**src/rtl/csbank_timing.sv**
```systemverilog
module csbank_timing #(
  parameter logic [31:0] BASE_RST = 32'h0000_0000,
  parameter logic [31:0] OPT_RST  = 32'hFE00_0EF4
)(
  input  logic        clk,
  input  logic        rst_n,
  input  logic        cfg_we,
  input  logic        cfg_sel,
  input  logic [31:0] cfg_wdata,
  output logic [31:0] cfg_rdata,
  output logic        cfg_err,
  input  logic        req_start,
  input  logic        req_write,
  input  logic [31:0] req_addr,
  output logic [1:0]  phase,
  output logic        cs_n,
  output logic        we_n,
  output logic        bctl_n,
  output logic        done
);
  localparam logic [31:0] RSV_M = 32'h0000_6000;
  localparam int          LAST_Q = 7;

  logic [31:0] base_q, opt_q;
  logic        busy, wr_q, early_q, nob_q;
  logic [2:0]  q;
  logic [1:0]  s_q, s_cfg, cur_s;
  logic        hit, take, n_busy, cur_wr, cur_early, cur_nob;
  logic        n_cs, n_we, n_bctl, n_done;
  logic [2:0]  n_q;

  assign hit  = ((req_addr[31:15] ^ base_q[31:15]) & opt_q[31:15]) == '0;
  assign take = req_start & ~busy & (phase == 2'd3) & hit;

  always_comb
    case (opt_q[10:9])
      2'b10:   s_cfg = 2'd1;
      2'b11:   s_cfg = 2'd2;
      default: s_cfg = 2'd0;
    endcase

  assign n_busy    = take | (busy & (q != 3'(LAST_Q)));
  assign n_q       = take ? 3'd0 : q + 3'd1;
  assign cur_s     = take ? s_cfg : s_q;
  assign cur_wr    = take ? req_write : wr_q;
  assign cur_early = take ? (req_write & opt_q[11]) : early_q;
  assign cur_nob   = take ? opt_q[12] : nob_q;

  assign n_cs   = n_busy & (n_q >= {1'b0, cur_s}) & ~(cur_early & (n_q == 3'(LAST_Q)));
  assign n_we   = n_cs & cur_wr;
  assign n_bctl = n_busy & ~cur_nob;
  assign n_done = n_busy & n_q[2];

  assign cfg_rdata = cfg_sel ? opt_q : base_q;
  assign cfg_err   = opt_q[10:9] == 2'b01;

  always_ff @(posedge clk or negedge rst_n)
    if (!rst_n) begin
      phase   <= 2'd0;
      base_q  <= BASE_RST;
      opt_q   <= OPT_RST & ~RSV_M;
      busy    <= 1'b0;
      q       <= 3'd0;
      wr_q    <= 1'b0;
      early_q <= 1'b0;
      nob_q   <= 1'b0;
      s_q     <= 2'd0;
      cs_n    <= 1'b1;
      we_n    <= 1'b1;
      bctl_n  <= 1'b1;
      done    <= 1'b0;
    end else begin
      phase <= phase + 2'd1;
      if (cfg_we) begin
        if (cfg_sel) opt_q  <= cfg_wdata & ~RSV_M;
        else         base_q <= cfg_wdata;
      end
      busy <= n_busy;
      q    <= n_q;
      if (take) begin
        wr_q    <= req_write;
        early_q <= req_write & opt_q[11];
        nob_q   <= opt_q[12];
        s_q     <= s_cfg;
      end
      cs_n   <= ~n_cs;
      we_n   <= ~n_we;
      bctl_n <= ~n_bctl;
      done   <= n_done;
    end

  a_r6_we_inside_cs: assert property (@(posedge clk) disable iff (!rst_n)
    !we_n |-> !cs_n);
  a_r3_cs_only_in_access: assert property (@(posedge clk) disable iff (!rst_n)
    !cs_n |-> busy);
  a_r7_bctl_only_in_access: assert property (@(posedge clk) disable iff (!rst_n)
    !bctl_n |-> busy);
  a_r10_done_before_end: assert property (@(posedge clk) disable iff (!rst_n)
    $fell(busy) |-> $past(done));
  a_r12_start_on_boundary: assert property (@(posedge clk) disable iff (!rst_n)
    $rose(busy) |-> (phase == 2'd0));
  a_r11_start_needs_hit: assert property (@(posedge clk) disable iff (!rst_n)
    $rose(busy) |-> $past(hit));
endmodule

```
**config.mk**
```make
export PLATFORM = sky130hd
export DESIGN_NAME = csbank_timing
export DESIGN_NICKNAME = d
export VERILOG_FILES = /design/src/rtl/csbank_timing.sv
export SDC_FILE = /design/constraint.sdc
export NUM_CORES = 1
export LEC_CHECK = 0
export BUFFER_PORTS_ARGS = -buffer_cell sky130_fd_sc_hd__buf_2
export CAP_MARGIN = 15
export CORE_UTILIZATION = 55
export DETAILED_ROUTE_END_ITERATION = 12
export GPL_TIMING_DRIVEN = 0
export PLACE_DENSITY_LB_ADDON = 0.2
export SLEW_MARGIN = 10
export SYNTH_ARGS = -nofsm -noshare
export SYNTH_HDL_FRONTEND = slang
export SYNTH_SLANG_ARGS = --single-unit
```
**constraint.sdc**
```tcl
create_clock -name clk -period 7.05 [get_ports clk]
set_input_delay 0.3525 -clock clk [delete_from_list [all_inputs] [get_ports clk]]
set_output_delay 0.3525 -clock clk [all_outputs]
set_load 0.01 [all_outputs]
```
==> metrics.cfg <==
[run_status]
outcome = finished clean

[power_and_ir_drop]
seq_power_share_pct = 47.4
power_leakage_nw = 2.06
combPwrFrac_pct = 21.6
clkPwrFrac_pct = 31.0
vdd_drop_max_uv = 149
intPower_w = 0.000863
power.density_mw_per_mm2 = 268
switching_share_pct = 26.7
p_sw_w = 0.000315

[logic_synthesis]
yosysSeqAreaShare_pct = 54.3
synth_cell_type_count = 29
synth-edff-count = 0
syn_area_mm2 = 0.00359
synth_top_area_share_pct = 41.2
synthCells = 251
async_flop_share_pct = 100
synth_warnings = 0
synth_ff_type = dfrtp_1
syn_area_per_cell_um2 = 14.3
synth_area_leader_cell = dfrtp_1
synth_area_leaders = dfrtp_1 41%, mux2_2 30%, dfstp_2 13%
synth_seq_cells = 77
synthesis.nets = 326

[hold_path]
hold_start = req_write
min_path_type = input pin to flip-flop
hold_depth = 2

[placed_design]
place.gp.congestion = 0.769
hpwl_um = 5280
port_buffers = 92

[route]
routedWlPerCell_um = 16.6
vias = 2343
postRouteAntennaNets = 0
drc = 0
drtIter0Drc = 110
vias_per_cell = 5.35
wl_um = 7280
drtPass1Iterations = 4

[critical_path]
cp-end-kind = flip-flop
startpoint_type = flip-flop
cp_max_fo = 5
crit_type = flip-flop to flip-flop
crit_family = compound AO/OA/AOI/OAI gates
cp.required_ps = 7320
path_cells = xor2_1, a22oi_1, nand4_1, nor3_4, mux2_2, ha_1, nand2b_1, a21o_1, o211a_1, a31oi_1
critPathLaunch = base_q[25]
path_buf_inv = 0
crit_arrival_ps = 3080
cp.depth = 10
slowest_delay_ps = 410
reg2reg_depth = 10
critPathSlowestCell = dfrtp_1
r2r_start = base_q[25]

[clock_network]
cts_buffers = 9
clock-sinks = 77
cts_root_buf = clkbuf_8
cts_tree = built
clockBufferDepth = 2
cts_resized = 0
clk_pin_slew_ps = 70
htreeDepth = 3
cts_setup_buffers = 0
worstSkewPairLatency_ps = 340
cts_hold_repair.buffers = 1

[global_routing]
track_usage_pct = 23.5
grt_pass1_vias = 2469
grt_overflow = 0
grt_pass1_wl_um = 11500
grt_max_degree = 49
antenna_found_initial = 0

[timing]
drv_slew = 0
timing.final.crit_share_pct = 39.9
max_freq_ghz = 0.355
finalSetupViolCount = 0
fin_skew_ps = 11.4
period_needed_ps = 2820
rsz0062_at_grt = no
timing.setup.tns_ps = 0
finalHoldViolCount = 0
holdWs_ps = 186
max_slew_margin_pct = 60.3
worst_slew_pin_slew_ps = 595

[layout]
area_growth_pct = 22.7
final_layout_size_suffix_gt1_share_pct = 64.0
nets = 431
antennaDiodeCount = 0

[floorplanning]
rows = 29
start_util_pct = 56.8
ios = 109
die_w_um = 82.8
coreArea_mm2 = 0.00631
dieArea_mm2 = 0.00685
dieHeight_um = 82.8

[flow_run]
drv_cap = 0

[kinds of logic after synthesis]
| kind of cell | synth area share (%) |
|---|---|
| AO/OA/AOI/OAI | 3.28 |
| adder cells (fa/ha/maj) | 1.74 |
| buffers and inverters | 2.23 |
| AND/OR/NAND/NOR | 3.56 |
| flip-flops | 54.3 |
| multiplexers | 30.7 |
| XOR/XNOR | 4.15 |
[cell usage after synthesis (2+ instances only)]
library cell / number
dfstp_2: 18
mux2_2: 95
buf_2: 7
a22oi_1: 8
xor2_1: 17
nand2_1: 4
ha_1: 5
clkbuf_1: 4
nand2b_1: 3
inv_1: 5
nor2b_1: 6
a21oi_1: 2
dfrtp_1: 59
mux2i_1: 2
nor2_1: 2
[worst reg2reg max path: cells and delay by family (launching register included)]
family	cells	cell delay (ps)
AO/OA/AOI/OAI	4	820
AND/OR/NAND/NOR	3	700
flip-flops	1	410
multiplexers	1	390
adder cells (fa/ha/maj)	1	270
XOR/XNOR	1	150
[routing by layer]
metal  part of all wire [%]  wire, µm  up-vias  track usage (%)
met5                      0         0        -                0
met4                    1.2        88        0             8.79
met3                    5.0       362        9             6.04
met2                     52      3790       56             40.1
met1                     42      3040     1177             28.4
li1                       -         -     1101                -
[final cells by class]
class / count / area, µm²
plain buffers: 12 / 61.3
clock buffers: 11 / 141
clock inverters: 5 / 75.1
fillers: 483 / 1910
inverters: 5 / 18.8
multi-input cells: 157 / 1560
flip-flops and latches: 77 / 1950
well taps: 77 / 96.3
repair buffers: 94 / 500
[registers in the layout, indices dropped and copies added (netlist names)]
register / cells
base_q: 32
early_q: 1
wr_q: 1
nob_q: 1
phase: 2
done: 1
we_n: 1
opt_q: 30
s_q: 2
q: 3
busy: 1
cs_n: 1
bctl_n: 1
[power groups by stage]
stage / registers (W) / clock network [W] / logic [W]
after floorplan: 0.000553 / 0 / 0.000169
after global placement: 0.000561 / 0 / 0.000245
after detailed placement: 0.000566 / 0 / 0.000257
after CTS: 0.000558 / 0.000372 / 0.000259
after global routing: 0.000567 / 0.000392 / 0.000283
final: 0.000558 / 0.000365 / 0.000255
[per-stage QoR]
step / util [%] / worst slack, ps / area [µm²] / instances / power [W]
CTS: 69.7 / 4200 / 4400 / 438 / 0.00119
global placement: 65.6 / 4200 / 4140 / 420 / 0.000806
detailed placement: 66.1 / 4170 / 4170 / 421 / 0.000822
floorplan: - / 4560 / 3590 / 251 / 0.000722
finish: 69.7 / 4230 / 4400 / 438 / 0.00118
global route: 69.7 / 4070 / 4400 / 438 / 0.00124
[layout by cell type (no fill, tap or decap), drive strengths merged]
master / instances
buf: 101
ha: 5
nor2b: 6
nor2: 2
a22oi: 8
nand2: 4
nand2b: 3
o22ai: 1
a21oi: 2
nor3b: 1
dfrtp: 59
mux2: 96
inv: 5
nor3: 1
or2: 1
nand4: 1
clkbuf: 15
dlygate4sd3: 1
dfstp: 18
a41oi: 1
xor2: 17
mux2i: 2
nand3: 1
nand3b: 1
clkinv: 3
a31oi: 1
o211a: 1
bufinv: 2
o31a: 1
a21o: 1
[final timing paths]
| kind | end | slack [ps] |
|---|---|---|
| min in group asynchronous | base_q[19] | 480 |
| worst min-delay path | we_n | 190 |
| worst min register to register | phase[0] | 460 |
| worst max register to register | we_n | 4230 |
| max in group asynchronous | opt_q[2] | 5940 |
| worst max-delay path | we_n | 4230 |
Note: power is estimated with default switching activity, not from simulation.
